$ cat src/rtl/adc_ctrl_pkg.sv
package adc_ctrl_pkg;

    typedef enum logic [1:0] {
        MODE_FREE = 2'd0,
        MODE_BUS  = 2'd1,
        MODE_COMB = 2'd2
    } ifmode_e;

    typedef enum logic [2:0] {
        S_IDLE,
        S_STROBE,
        S_CONV,
        S_READ,
        S_PD_SETUP,
        S_PD_HOLD,
        S_WAKE
    } seq_state_e;

    typedef struct packed {
        logic cs_n;
        logic convst_n;
        logic rd_n;
        logic shdn_n;
    } adc_pins_t;

    function automatic ifmode_e decode_mode(input logic [1:0] m);
        case (m)
            2'd0:    return MODE_FREE;
            2'd2:    return MODE_COMB;
            default: return MODE_BUS;
        endcase
    endfunction

    function automatic int max2(input int a, input int b);
        return (a > b) ? a : b;
    endfunction

endpackage

$ cat src/rtl/adc_busy_sync.sv
module adc_busy_sync #(
    parameter int STAGES = 2
) (
    input  logic clk,
    input  logic rst,
    input  logic busy_n_async,
    output logic busy_n_s,
    output logic busy_rise
);
    localparam int TOP = STAGES - 1;

    logic [STAGES-1:0] chain;
    logic              level_q;

    generate
        if (STAGES == 1) begin : g_single
            always_ff @(posedge clk) begin
                if (rst) chain <= '1;
                else     chain <= busy_n_async;
            end
        end else begin : g_chain
            always_ff @(posedge clk) begin
                if (rst) chain <= '1;
                else     chain <= {chain[STAGES-2:0], busy_n_async};
            end
        end
    endgenerate

    always_ff @(posedge clk) begin
        if (rst) level_q <= 1'b1;
        else     level_q <= chain[TOP];
    end

    assign busy_n_s  = chain[TOP];
    assign busy_rise = chain[TOP] & ~level_q;

endmodule

$ cat src/rtl/adc_result_buf.sv
module adc_result_buf #(
    parameter int DATA_W = 12
) (
    input  logic              clk,
    input  logic              rst,
    input  logic              push,
    input  logic [DATA_W-1:0] push_data,
    output logic              valid,
    input  logic              ready,
    output logic [DATA_W-1:0] data,
    output logic              overrun
);
    logic taken;
    assign taken = valid & ready;

    always_ff @(posedge clk) begin
        if (rst) begin
            valid   <= 1'b0;
            data    <= '0;
            overrun <= 1'b0;
        end else if (push) begin
            data  <= push_data;
            valid <= 1'b1;
            if (valid && !ready) overrun <= 1'b1;
            else if (taken)      overrun <= 1'b0;
        end else if (taken) begin
            valid   <= 1'b0;
            overrun <= 1'b0;
        end
    end

    p_hold_r11: assert property (@(posedge clk) disable iff (rst)
        (valid && !ready && !push) |=> (valid && $stable(data)));

    p_overrun_r12: assert property (@(posedge clk) disable iff (rst)
        (push && valid && !ready) |=> overrun);

endmodule

$ cat src/rtl/adc_seq.sv
module adc_seq
    import adc_ctrl_pkg::*;
#(
    parameter int STROBE_CYC     = 4,
    parameter int RD_CYC         = 4,
    parameter int PERIOD_CYC     = 160,
    parameter int TCONV_MAX_CYC  = 130,
    parameter int NAP_WAKE_CYC   = 40,
    parameter int SLEEP_WAKE_CYC = 2000000
) (
    input  logic      clk,
    input  logic      rst,
    input  logic [1:0] cfg_mode,
    input  logic      run,
    input  logic      pd_req,
    input  logic      pd_deep,
    input  logic      busy_n_s,
    input  logic      busy_rise,
    output adc_pins_t pins,
    output logic      push,
    output logic      timeout_o
);
    localparam int TIMEOUT_CYC = 2 * TCONV_MAX_CYC;
    localparam int CNT_MAX     = max2(max2(max2(STROBE_CYC, RD_CYC), TIMEOUT_CYC),
                                      max2(NAP_WAKE_CYC, SLEEP_WAKE_CYC));
    localparam int CNT_W       = $clog2(CNT_MAX + 1);
    localparam int PER_W       = $clog2(PERIOD_CYC + 1);
    localparam logic [CNT_W-1:0] STB_LAST = CNT_W'(STROBE_CYC - 1);
    localparam logic [CNT_W-1:0] RD_LAST  = CNT_W'(RD_CYC - 1);
    localparam logic [CNT_W-1:0] TO_LAST  = CNT_W'(TIMEOUT_CYC - 1);
    localparam logic [CNT_W-1:0] NAP_LAST = CNT_W'(NAP_WAKE_CYC - 1);
    localparam logic [CNT_W-1:0] SLP_LAST = CNT_W'(SLEEP_WAKE_CYC - 1);
    localparam logic [PER_W-1:0] PER_LAST = PER_W'(PERIOD_CYC - 1);

    seq_state_e       state;
    ifmode_e          mode_q;
    logic             deep_q;
    logic [CNT_W-1:0] cnt;
    logic [PER_W-1:0] per_cnt;
    logic             per_ok;
    logic [CNT_W-1:0] wake_last;

    assign per_ok    = (per_cnt == PER_LAST);
    assign wake_last = deep_q ? SLP_LAST : NAP_LAST;

    always_ff @(posedge clk) begin
        if (rst) begin
            state     <= S_IDLE;
            mode_q    <= MODE_BUS;
            deep_q    <= 1'b0;
            cnt       <= '0;
            per_cnt   <= PER_LAST;
            timeout_o <= 1'b0;
        end else begin
            timeout_o <= 1'b0;
            if (!per_ok) per_cnt <= per_cnt + 1'b1;
            case (state)
                S_IDLE: begin
                    cnt    <= '0;
                    mode_q <= decode_mode(cfg_mode);
                    if (pd_req) begin
                        deep_q <= pd_deep;
                        state  <= S_PD_SETUP;
                    end else if (run && per_ok && busy_n_s) begin
                        per_cnt <= '0;
                        state   <= S_STROBE;
                    end
                end
                S_STROBE: begin
                    if (cnt == STB_LAST) begin
                        cnt   <= '0;
                        state <= S_CONV;
                    end else begin
                        cnt <= cnt + 1'b1;
                    end
                end
                S_CONV: begin
                    if (busy_rise) begin
                        cnt   <= '0;
                        state <= (mode_q == MODE_BUS) ? S_READ : S_IDLE;
                    end else if (cnt == TO_LAST) begin
                        timeout_o <= 1'b1;
                        state     <= S_IDLE;
                    end else begin
                        cnt <= cnt + 1'b1;
                    end
                end
                S_READ: begin
                    if (cnt == RD_LAST) state <= S_IDLE;
                    else                cnt   <= cnt + 1'b1;
                end
                S_PD_SETUP: state <= S_PD_HOLD;
                S_PD_HOLD: begin
                    cnt <= '0;
                    if (!pd_req) state <= S_WAKE;
                end
                S_WAKE: begin
                    if (cnt == wake_last) state <= S_IDLE;
                    else                  cnt   <= cnt + 1'b1;
                end
                default: state <= S_IDLE;
            endcase
        end
    end

    logic in_pd;
    assign in_pd = (state == S_PD_SETUP) || (state == S_PD_HOLD) || (state == S_WAKE);

    always_comb begin
        pins.cs_n     = in_pd ? deep_q : 1'b0;
        pins.shdn_n   = (state != S_PD_HOLD);
        pins.convst_n = (state != S_STROBE);
        if (in_pd) begin
            pins.rd_n = 1'b1;
        end else begin
            case (mode_q)
                MODE_FREE: pins.rd_n = 1'b0;
                MODE_COMB: pins.rd_n = (state != S_STROBE);
                default:   pins.rd_n = (state != S_READ);
            endcase
        end
    end

    always_comb begin
        push = 1'b0;
        if (state == S_STROBE && mode_q == MODE_COMB && cnt == STB_LAST) push = 1'b1;
        if (state == S_CONV && busy_rise && mode_q == MODE_FREE)          push = 1'b1;
        if (state == S_READ && cnt == RD_LAST)                            push = 1'b1;
    end

    // Checker state, kept apart from the control path
    localparam int GAP_W = $clog2(PERIOD_CYC + 2);
    logic             cv_q;
    logic             fall_now;
    logic             conv_open;
    logic             seen_fall;
    logic [15:0]      low_cnt;
    logic [GAP_W-1:0] gap_cnt;

    assign fall_now = cv_q & ~pins.convst_n;

    always_ff @(posedge clk) begin
        if (rst) begin
            cv_q      <= 1'b1;
            conv_open <= 1'b0;
            seen_fall <= 1'b0;
            low_cnt   <= '0;
            gap_cnt   <= '0;
        end else begin
            cv_q <= pins.convst_n;
            if (fall_now)                    conv_open <= 1'b1;
            else if (busy_rise || timeout_o) conv_open <= 1'b0;
            if (fall_now) seen_fall <= 1'b1;
            low_cnt <= pins.convst_n ? 16'd0 : low_cnt + 16'd1;
            if (fall_now)                             gap_cnt <= GAP_W'(1);
            else if (gap_cnt != GAP_W'(PERIOD_CYC))   gap_cnt <= gap_cnt + 1'b1;
        end
    end

    p_start_cond_r1: assert property (@(posedge clk) disable iff (rst)
        fall_now |-> (!pins.cs_n && pins.shdn_n));

    p_no_restart_r2: assert property (@(posedge clk) disable iff (rst)
        fall_now |-> !conv_open);

    p_strobe_len_r3: assert property (@(posedge clk) disable iff (rst)
        (!cv_q && pins.convst_n) |-> (low_cnt == 16'(STROBE_CYC)));

    p_period_r4: assert property (@(posedge clk) disable iff (rst)
        (fall_now && seen_fall) |-> (gap_cnt >= GAP_W'(PERIOD_CYC)));

    p_pd_cs_stable_r8: assert property (@(posedge clk) disable iff (rst)
        !pins.shdn_n |-> $stable(pins.cs_n));

endmodule

$ cat src/rtl/adc_conv_ctrl.sv
module adc_conv_ctrl
    import adc_ctrl_pkg::*;
#(
    parameter int DATA_W         = 12,
    parameter int SYNC_STAGES    = 2,
    parameter int STROBE_CYC     = 4,
    parameter int RD_CYC         = 4,
    parameter int PERIOD_CYC     = 160,
    parameter int TCONV_MAX_CYC  = 130,
    parameter int NAP_WAKE_CYC   = 40,
    parameter int SLEEP_WAKE_CYC = 2000000
) (
    input  logic              clk,
    input  logic              rst,
    input  logic [1:0]        cfg_mode,
    input  logic              run,
    input  logic              pd_req,
    input  logic              pd_deep,
    output logic              adc_cs_n,
    output logic              adc_convst_n,
    output logic              adc_rd_n,
    output logic              adc_shdn_n,
    input  logic              adc_busy_n,
    input  logic [DATA_W-1:0] adc_data,
    output logic              res_valid,
    input  logic              res_ready,
    output logic [DATA_W-1:0] res_data,
    output logic              res_overrun,
    output logic              timeout_err
);
    logic      busy_n_s;
    logic      busy_rise;
    logic      push;
    adc_pins_t pins;

    adc_busy_sync #(.STAGES(SYNC_STAGES)) u_sync (
        .clk          (clk),
        .rst          (rst),
        .busy_n_async (adc_busy_n),
        .busy_n_s     (busy_n_s),
        .busy_rise    (busy_rise)
    );

    adc_seq #(
        .STROBE_CYC     (STROBE_CYC),
        .RD_CYC         (RD_CYC),
        .PERIOD_CYC     (PERIOD_CYC),
        .TCONV_MAX_CYC  (TCONV_MAX_CYC),
        .NAP_WAKE_CYC   (NAP_WAKE_CYC),
        .SLEEP_WAKE_CYC (SLEEP_WAKE_CYC)
    ) u_seq (
        .clk       (clk),
        .rst       (rst),
        .cfg_mode  (cfg_mode),
        .run       (run),
        .pd_req    (pd_req),
        .pd_deep   (pd_deep),
        .busy_n_s  (busy_n_s),
        .busy_rise (busy_rise),
        .pins      (pins),
        .push      (push),
        .timeout_o (timeout_err)
    );

    adc_result_buf #(.DATA_W(DATA_W)) u_buf (
        .clk       (clk),
        .rst       (rst),
        .push      (push),
        .push_data (adc_data),
        .valid     (res_valid),
        .ready     (res_ready),
        .data      (res_data),
        .overrun   (res_overrun)
    );

    assign adc_cs_n     = pins.cs_n;
    assign adc_convst_n = pins.convst_n;
    assign adc_rd_n     = pins.rd_n;
    assign adc_shdn_n   = pins.shdn_n;

    p_reset_state_r13: assert property (@(posedge clk)
        $past(rst) |-> (!res_valid && !res_overrun && !timeout_err));

endmodule

$ cat config.mk
export PLATFORM = sky130hd
export DESIGN_NAME = adc_conv_ctrl
export DESIGN_NICKNAME = d
export VERILOG_FILES = /design/src/rtl/adc_ctrl_pkg.sv /design/src/rtl/adc_busy_sync.sv /design/src/rtl/adc_result_buf.sv /design/src/rtl/adc_seq.sv /design/src/rtl/adc_conv_ctrl.sv
export SDC_FILE = /design/constraint.sdc
export NUM_CORES = 1
export LEC_CHECK = 0
export ABC_AREA = 1
export BUFFER_PORTS_ARGS = -buffer_cell sky130_fd_sc_hd__buf_2
export CORE_ASPECT_RATIO = 2
export CORE_MARGIN = 3
export CORE_UTILIZATION = 63
export CTS_CLUSTER_DIAMETER = 60
export DETAILED_ROUTE_END_ITERATION = 10
export PLACE_DENSITY = 0.83
export SLEW_MARGIN = 20
export SYNTH_ARGS = -nofsm -noshare
export SYNTH_HDL_FRONTEND = slang
export SYNTH_SLANG_ARGS = --single-unit
$ cat constraint.sdc
create_clock -name clk -period 3.4 [get_ports clk]
set_input_delay 0.51 -clock clk [delete_from_list [all_inputs] [get_ports clk]]
set_output_delay 0.51 -clock clk [all_outputs]
set_load 0.01 [all_outputs]
==> flow_metrics.tcl, run 1 <==
set metrics [dict create \
    status "finished clean" \
    rsz0062_at_grt "false" \
    regArea_sq_um 1060 \
    ys_warn_count 0 \
    synth_top_cell_by_area "dfxtp_1" \
    clock-sinks 53 \
    clkLatencyLatePin_ns 0.32 \
    final_util_pct 70.9 \
    ff2ff_path_depth 9 \
    die-width_microns 57.7 \
    ys_seq_area_share_pct 31.5 \
    vias 3597 \
    min_period_ns 2.17 \
    worst-endpoint-required_ns 2.89 \
    area_growth_pct 8.30 \
    postRouteAntennaNets 0 \
    core_sq_um 5140 \
    yosys.area.top_type_share_pct 31.5 \
    synth.distinct_cells 39 \
    p_leak_nw 1.70 \
    fp-row-count 37 \
    fmax_mhz 461 \
    fin_nets 583 \
    via_per_inst 5.81 \
    fp.dieH_microns 109 \
    holdBufCountCts 0 \
    p_per_area_nw_per_um2 567 \
    finalMaxSlewViolations 0 \
    clockBufferDepth 2 \
    cts-resized-gates 0 \
    grt_antenna_before_repair 0 \
    fin_skew_ns 0.0109 \
    post-route-period-util_pct 63.8 \
    setup_viol_count_final 0 \
    fin_ws_ns 1.23 \
    cts_tree "built" \
    first_pass_iters 5 \
    synthFlopType "dfxtp_1" \
    yosys-top-cells-count "nand2_1, nor2_1, nand3_1" \
    portBuffers 39 \
    ys_top_cells_by_area "dfxtp_1, nand2_1, nand3_1" \
    htreeDepth 2 \
    post-place-ws_ns 1.28 \
    crit_fanout 8 \
    grt_max_degree 26 \
    cp.arrival_ns 1.66 \
    worst_pin_slew_ns 0.703 \
    diodes 0 \
    postCtsSetupBuffers 0 \
    drt_iter0_drc 256 \
    grt_pass1_wl_microns 15300 \
    hold_depth 2 \
    synth_most_common_cell "nand2_1" \
    start_util_pct 65.4 \
    multi_input_area_sq_um 1960 \
    syn_inst 533 \
    critPathCaptureType "output port" \
    hold_path_class "in2reg" \
    avgSynthCellArea_sq_um 6.31 \
    gp_congestion 0.971 \
    syn_area_sq_um 3360 \
    cp-start-kind "register" \
    cp_slowest_cell "dfxtp_1" \
    dieArea_sq_um 6300 \
    grt_use_total_pct 31.0 \
    layout-drive-gt1-share_pct 15.2 \
    synth-async-reset-ratio_pct 0 \
    irDropWorstVdd_mv 0.726 \
    grt_overflow_total 0 \
    max-slew-margin-rel_pct 52.8 \
    crit_chain "inv_4 > o21ai_0 > or2_2 > inv_1 > buf_2" \
    final-hold-violation-count 0 \
    cts_made_buffers 5 \
    rrSetupSlack_ns 1.24 \
    n_fill_cell 472 \
    grt_pass1_vias 3620 \
    drv_cap 0 \
    ys_ff_latch 53 \
    drc 0 \
    timing.setup.tns_ns 0 \
    finalWirelength_microns 9030 \
    dp_hpwl_microns 6690 \
    slowest_delay_ns 0.58 \
    drt-wirelength-per-cell_microns 14.6 \
    clkTransAtPathRegs_ns 0.09 \
    ios 40 \
    synth_nets 556 \
    synth-edff-count 0 \
    critPathKind "reg2out" \
    cts_root_buf "clkbuf_8" \
]
## path summary, 6_finish.rpt
check             startpoint              end
max           u_seq.state[1]         adc_cs_n
min               adc_busy_n  u_sync.chain[0]
max reg2reg     u_seq.cnt[3]     u_seq.cnt[6]
min reg2reg  u_sync.chain[0]  u_sync.chain[1]
## worst max-delay path: cells and delay by family, from the launching register on
family / cells / cell delay (ns)
buffers and inverters: 3 / 0.26
flip-flops: 1 / 0.58
AO/OA/AOI/OAI: 1 / 0.32
AND/OR/NAND/NOR: 1 / 0.18
## cells in the final DEF (no fill, tap or decap), types with 2 or more instances in the layout
master | synthesis | routed
a21oi_1 | 20 | 20
a21oi_2 | 9 | 9
a31oi_1 | 5 | 5
buf_2 | 8 | 39
clkbuf_8 | 0 | 6
dfxtp_1 | 53 | 53
ha_1 | 2 | 2
inv_1 | 58 | 58
inv_2 | 3 | 3
nand2_1 | 134 | 134
nand2_2 | 6 | 6
nand2_4 | 2 | 2
nand3_1 | 66 | 66
nand3_2 | 3 | 3
nand4_1 | 22 | 22
nor2_1 | 73 | 73
nor2_2 | 3 | 3
nor2_4 | 4 | 4
nor3_1 | 7 | 7
o21ai_0 | 19 | 19
or2_2 | 5 | 5
xnor2_1 | 2 | 2
xor2_1 | 6 | 6
## flip-flops by register name, indices dropped and copies added, names as in the netlist, named ones only
register         count
u_buf.valid          1
u_seq.per_cnt        8
u_sync.level_q       1
u_seq.timeout_o      1
u_seq.mode_q         2
u_seq.state          3
u_buf.data          12
u_seq.deep_q         1
u_sync.chain         2
u_seq.cnt           21
## per-stage QoR
stage	area, sq um	hold WS [ns]	total power, W	cells
CTS	3640	0.362	0.00207	619
global placement	3530	0.394	0.00159	611
floorplan	3360	0.389	0.00146	533
finish	3640	0.369	0.00207	619
detailed placement	3530	0.408	0.00162	611
global route	3640	0.383	0.00221	619
## logic make-up (layout without fill, tap and decap cells)
group	Yosys count	after routing	synth area share (%)
DFF	53	53	31.5
buffers and inverters	82	110	10.2
and+or+nand+nor	328	328	44.6
xor gates and xnor gates	8	8	2.08
AOI/OAI and AO/OA	60	60	10.8
adders and majority gates	2	2	0.744
## per-layer routing
layer	vias to the layer above	GRT usage (%)	share of wire (%)
met3	54	4.94	4.7
met4	0	24.7	7.7
li1	1782	-	-
met2	127	56.1	52
met5	-	0	0
met1	1634	30.0	35
## power breakdown
group / total, W / switching, W / internal, W / leakage, nW
registers: 0.000788 / 0.0000914 / 0.000697 / 0.430
logic: 0.000822 / 0.000565 / 0.000257 / 1.21
clock network: 0.000456 / 0.000215 / 0.000240 / 0.0585
total: 0.00207 / 0.000872 / 0.00119 / 1.70
## cell type report
| type | instances | share of cell area [%] |
|---|---|---|
| Sequential cell | 53 | 29.1 |
| Clock inverter | 1 | 0.824 |
| Inverter | 63 | 6.56 |
| Tap cell | 58 | 1.99 |
| Clock buffer | 7 | 2.37 |
| Multi-Input combinational cell | 398 | 53.8 |
| Timing Repair Buffer | 39 | 5.36 |
Power figures use the tool's default switching activity.
==> inputs of run 2 (changes only) <==
- CORE_UTILIZATION: 63 -> 53
- PLACE_DENSITY: 0.83 -> 0.75
- clock period: 3.4 -> 1.99 ns (I/O delays scaled with it)
==> run 2 against run 1 <==
Clock power grew 95%. Die area up 17%. Register-to-register slack got worse by 1.1 ns. Global-route usage is 5.4 points lower. Setup slack worse by 1.1 ns. Sequential cell count unchanged. Largest power group unchanged. Non-clock buffer count grew 14. Critical endpoint unchanged. Final cell count rose by 6.5%. Core utilization is 7.4 points lower. Critical path type unchanged. Cell area is 5.6% higher.
==> flow_metrics.tcl, run 2 (same netlist as run 1, synthesis figures left out) <==
set metrics [dict create \
    status "finished clean" \
    rrSetupSlack_ns 0.18 \
    htreeDepth 2 \
    power_frac_comb_pct 41.0 \
    met2_length_microns 5010 \
    postRouteAntennaNets 0 \
    irDropWorstVdd_mv 0.930 \
    final-hold-violation-count 0 \
    drc 0 \
    grt_use_total_pct 25.7 \
    fin_nets 597 \
    postCtsSetupBuffers 0 \
    post-route-period-util_pct 94.0 \
    ios 40 \
    fp.dieH_microns 119 \
    cts_tree "built" \
    clockBufferDepth 2 \
    p_per_area_nw_per_um2 987 \
    largest_reg_flops 21 \
    first_pass_iters 4 \
    cts_root_buf "clkbuf_16" \
    largestRegisters "u_seq.cnt x21, u_buf.data x12, u_seq.per_cnt x8" \
    drt-wirelength-per-cell_microns 13.6 \
    area_growth_pct 14.3 \
    drv_cap 0 \
    pwr-share-seq_pct 35.5 \
    diodes 0 \
    whs_endpoint "u_sync.chain[0]" \
    grt_pass1_wl_microns 15500 \
    fin_skew_ns 0.00898 \
    final_common_cell "nand2_1" \
    hold_depth 2 \
    regArea_sq_um 1060 \
    cp.arrival_ns 1.57 \
    timing.setup.tns_ns 0 \
    p_total_w 0.00380 \
    fp-row-count 40 \
    min_period_ns 1.87 \
    dp_hpwl_microns 6960 \
    grt_max_degree 19 \
    max_flop_register "u_seq.cnt" \
    worst_pin_slew_ns 0.483 \
    clock-sinks 53 \
    r2r-end "u_seq.cnt[7]" \
    wl_met1_microns 3240 \
    r2r_start "u_seq.cnt[6]" \
    start_util_pct 55.5 \
    gp_congestion 0.942 \
    drt_iter0_drc 186 \
    post-place-ws_ns 0.160 \
    via_per_inst 5.43 \
    grt_overflow_total 0 \
    cp-start-kind "register" \
    vias 3576 \
    finalWirelength_microns 8970 \
    crit_fanout 8 \
    setup_viol_count_final 0 \
    ff2ff_path_depth 9 \
    layout-drive-gt1-share_pct 18.1 \
    netSwitchingPower_w 0.00157 \
    dieArea_sq_um 7400 \
    fin_ws_ns 0.119 \
    portBuffers 39 \
    hp-start "adc_busy_n" \
    finalMaxSlewViolations 0 \
    post_dp_cell_area_sq_um 3680 \
    max-slew-margin-rel_pct 67.8 \
    layout_common_cells "nand2_1, nor2_1, nand3_1" \
    hold_ws_ns 0.186 \
    fmax_mhz 535 \
    switching_share_pct 41.4 \
    core_sq_um 6060 \
    hold_path_class "in2reg" \
    cts_made_buffers 5 \
    holdBufCountCts 0 \
    die-width_microns 62.3 \
    clkLatencyLatePin_ns 0.30 \
    critPathKind "reg2out" \
    worst-endpoint-required_ns 1.69 \
    top_layer "met4" \
    stdcell_area_sq_um 3840 \
    p_clk_share_pct 23.4 \
    p_leak_nw 1.78 \
    grt_antenna_before_repair 0 \
    clkTransAtPathRegs_ns 0.07 \
    n_fill_cell 584 \
    rsz0062_at_grt "false" \
    critPathCaptureType "output port" \
    cell_internal_pwr_w 0.00222 \
    grt_pass1_vias 3530 \
    dr_wl_met3_microns 266 \
    multi_input_area_sq_um 1980 \
]
run 2: cell count changes in the layout (fill, tap and decap cells not counted), moves of 4 or more:
cell | before | now
buf_4 | 0 | 13
clkbuf_16 | 0 | 5
clkbuf_8 | 6 | 0
nor2_1 | 73 | 69
nor2_2 | 3 | 7
run 2: critical path, stage by stage, from the launching register on:
cell	delay, ns
dfxtp_1	0.60
o21ai_1	0.20
or2_2	0.31
inv_1	0.05
buf_2	0.12
run 2: metal layers:
metal	vias to the layer above	global-route usage, %
met2	107	49.6
met1	1617	25.6
li1	1816	-
met5	-	0
met3	36	3.14
met4	0	14.4
run 2: area by class of cell:
cell class	instances	area share (%)
timing repair buffer	53	8.14
clock buffer	5	3.25
sequential	53	27.6
multi-input combinational	398	51.4
tap	84	2.73
inverter	63	6.22
clock inverter	3	0.651
run 2: worst max path at each step:
stage / startpoint / to / slack [ns]
after floorplan: u_seq.cnt[0] / u_buf.data[0] / 0.36
after global placement: u_seq.cnt[0] / u_seq.cnt[1] / 0.19
after detailed placement: u_seq.cnt[0] / u_seq.cnt[7] / 0.16
after CTS: u_seq.state[2] / adc_cs_n / 0.05
after global routing: u_seq.cnt[0] / u_seq.cnt[0] / 0.0007
final: u_seq.state[2] / adc_cs_n / 0.12
run 2: power groups by stage:
stage | clock network (W) | registers [W] | logic [W]
after floorplan | 0 | 0.00131 | 0.00119
after global placement | 0 | 0.00136 | 0.00151
after detailed placement | 0 | 0.00137 | 0.00154
after CTS | 0.000911 | 0.00135 | 0.00155
after global routing | 0.000949 | 0.00137 | 0.00176
final | 0.000890 | 0.00135 | 0.00156
run 2: what timing repair did:
item                                    CTS  global route
resized for setup                         0             6
endpoints found under the setup margin    0            26
hold endpoints to repair                  0             0
run 2: stage by stage:
stage | cells | utilization, %
6_report | 659 | 63.5
3_5_place_dp | 651 | 60.7
2_1_floorplan | 533 | -
3_3_place_gp | 651 | 60.7
4_1_cts | 659 | 63.2
5_1_grt | 659 | 63.5
==> inputs of run 3 (changes only) <==
- ABC_CLOCK_PERIOD_IN_PS: unset -> 2100
- CORE_UTILIZATION: 53 -> 59
- PLACE_DENSITY: 0.75 -> 0.79
- clock period: 1.99 -> 2.1 ns (I/O delays scaled with it)
==> run 3 against run 2 <==
Clock skew increased by 0.0021 ns. Critical path depth stayed put. Setup slack better by 0.040 ns. Worst hold slack worse by 0.010 ns. Sequential power fell by 5%. Sequential share of layout area rose by 0.58 points. Register-to-register slack better by 0.03 ns. Via count rose by 2.0%. Largest cell class unchanged.
==> flow_metrics.tcl, run 3 (same netlist as run 1, synthesis figures left out) <==
set metrics [dict create \
    final_common_cell "nand2_1" \
    largestRegisters "u_seq.cnt x21, u_buf.data x12, u_seq.per_cnt x8" \
    first_pass_iters 5 \
    netSwitchingPower_w 0.00145 \
    cts_made_buffers 5 \
    fin_skew_ns 0.0111 \
    dieArea_sq_um 6700 \
    die-width_microns 59.4 \
    fmax_mhz 515 \
    final-hold-violation-count 0 \
    status "finished clean" \
    p_per_area_nw_per_um2 955 \
    cp-start-kind "register" \
    switching_share_pct 40.3 \
    holdBufCountCts 0 \
    dr_wl_met3_microns 390 \
    drt-wirelength-per-cell_microns 14.2 \
    fp-row-count 38 \
    layout_common_cells "nand2_1, nor2_1, nand3_1" \
    clkTransAtPathRegs_ns 0.09 \
    cell_internal_pwr_w 0.00215 \
    p_total_w 0.00360 \
    top_layer "met4" \
    grt_pass1_vias 3473 \
    grt_antenna_before_repair 0 \
    crit_fanout 8 \
    clockBufferDepth 2 \
    core_sq_um 5470 \
    ios 40 \
    finalWirelength_microns 8980 \
    area_growth_pct 12.0 \
    max_flop_register "u_seq.cnt" \
    fp.dieH_microns 113 \
    pwr-share-seq_pct 35.7 \
    power_frac_comb_pct 41.1 \
    cp.arrival_ns 1.63 \
    grt_max_degree 18 \
    clock-sinks 53 \
    cts-resized-gates 0 \
    setup_viol_count_final 0 \
    p_clk_share_pct 23.3 \
    critPathKind "reg2out" \
    worst_pin_slew_ns 0.471 \
    post-route-period-util_pct 92.4 \
    cts_tree "built" \
    rsz0062_at_grt "false" \
    largest_reg_flops 21 \
    htreeDepth 2 \
    grt_pass1_wl_microns 15200 \
    start_util_pct 61.5 \
    min_period_ns 1.94 \
    max-slew-margin-rel_pct 68.4 \
    drt_iter0_drc 328 \
    grt_overflow_total 0 \
    timing.setup.tns_ns 0 \
    irDropWorstVdd_mv 1.08 \
    diodes 0 \
    vias 3649 \
    cts_root_buf "clkbuf_8" \
    dp_hpwl_microns 6820 \
    finalMaxSlewViolations 0 \
    postCtsSetupBuffers 0 \
    portBuffers 39 \
    wl_met1_microns 3160 \
    hold_path_class "in2reg" \
    via_per_inst 5.78 \
    p_leak_nw 1.77 \
    layout-drive-gt1-share_pct 16.8 \
    worst-endpoint-required_ns 1.78 \
    postRouteAntennaNets 0 \
    critPathCaptureType "output port" \
    fin_nets 593 \
    met2_length_microns 4950 \
    drv_cap 0 \
    drc 0 \
    final_util_pct 68.9 \
    gp_congestion 0.935 \
    clkLatencyLatePin_ns 0.32 \
    grt_use_total_pct 28.9 \
]
run 3: changes by cell type in the layout (fill, tap and decap cells not counted), sizes merged:
cell,change
buf,-4
bufinv,+2
clkinv,-1
clkinvlp,-1
run 3: metal layers:
| metal | up-vias | GRT usage [%] |
|---|---|---|
| met3 | 40 | 3.88 |
| met4 | 0 | 15.7 |
| li1 | 1801 | - |
| met5 | - | 0 |
| met2 | 125 | 52.4 |
| met1 | 1683 | 30.3 |
run 3: critical path, cell delays in order (launching register included):
cell	delay [ns]
dfxtp_1	0.59
o21ai_0	0.24
or2_2	0.32
inv_1	0.05
buf_2	0.11
run 3: power groups by stage:
stage	clock, W	combinational (W)	sequential (W)
after floorplan	0	0.00112	0.00124
after global placement	0	0.00142	0.00129
after detailed placement	0	0.00146	0.00130
after CTS	0.000852	0.00147	0.00128
after global routing	0.000893	0.00163	0.00130
final	0.000837	0.00148	0.00128
run 3: cell type report:
class                      instances  area [sq um]
multi-input combinational        398          1960
fill                             495          1700
sequential                        53          1060
timing repair buffer              49           295
inverter                          63           239
tap                               60          75.1
clock buffer                       5          68.8
clock inverter                     3          68.8
run 3: stage by stage:
| stage | std cells | setup slack, ns | hold slack (ns) | cell area, sq um |
|---|---|---|---|---|
| floorplan | 533 | 0.474 | 0.389 | 3360 |
| global placement | 623 | 0.298 | 0.396 | 3630 |
| detailed placement | 623 | 0.225 | 0.404 | 3630 |
| CTS | 631 | 0.151 | 0.166 | 3770 |
| global route | 631 | 0.00751 | 0.180 | 3770 |
| finish | 631 | 0.160 | 0.176 | 3770 |
run 3: worst paths after layout:
| check | start | endpoint | slack [ns] | depth (start not counted) |
|---|---|---|---|---|
| worst max-delay path | u_seq.state[2] | adc_cs_n | 0.16 | 4 |
| worst min-delay path | adc_busy_n | u_sync.chain[0] | 0.18 | 2 |
| worst max register to register | u_seq.cnt[0] | u_seq.state[2] | 0.21 | 12 |
| worst min register to register | u_sync.chain[0] | u_sync.chain[1] | 0.43 | 1 |
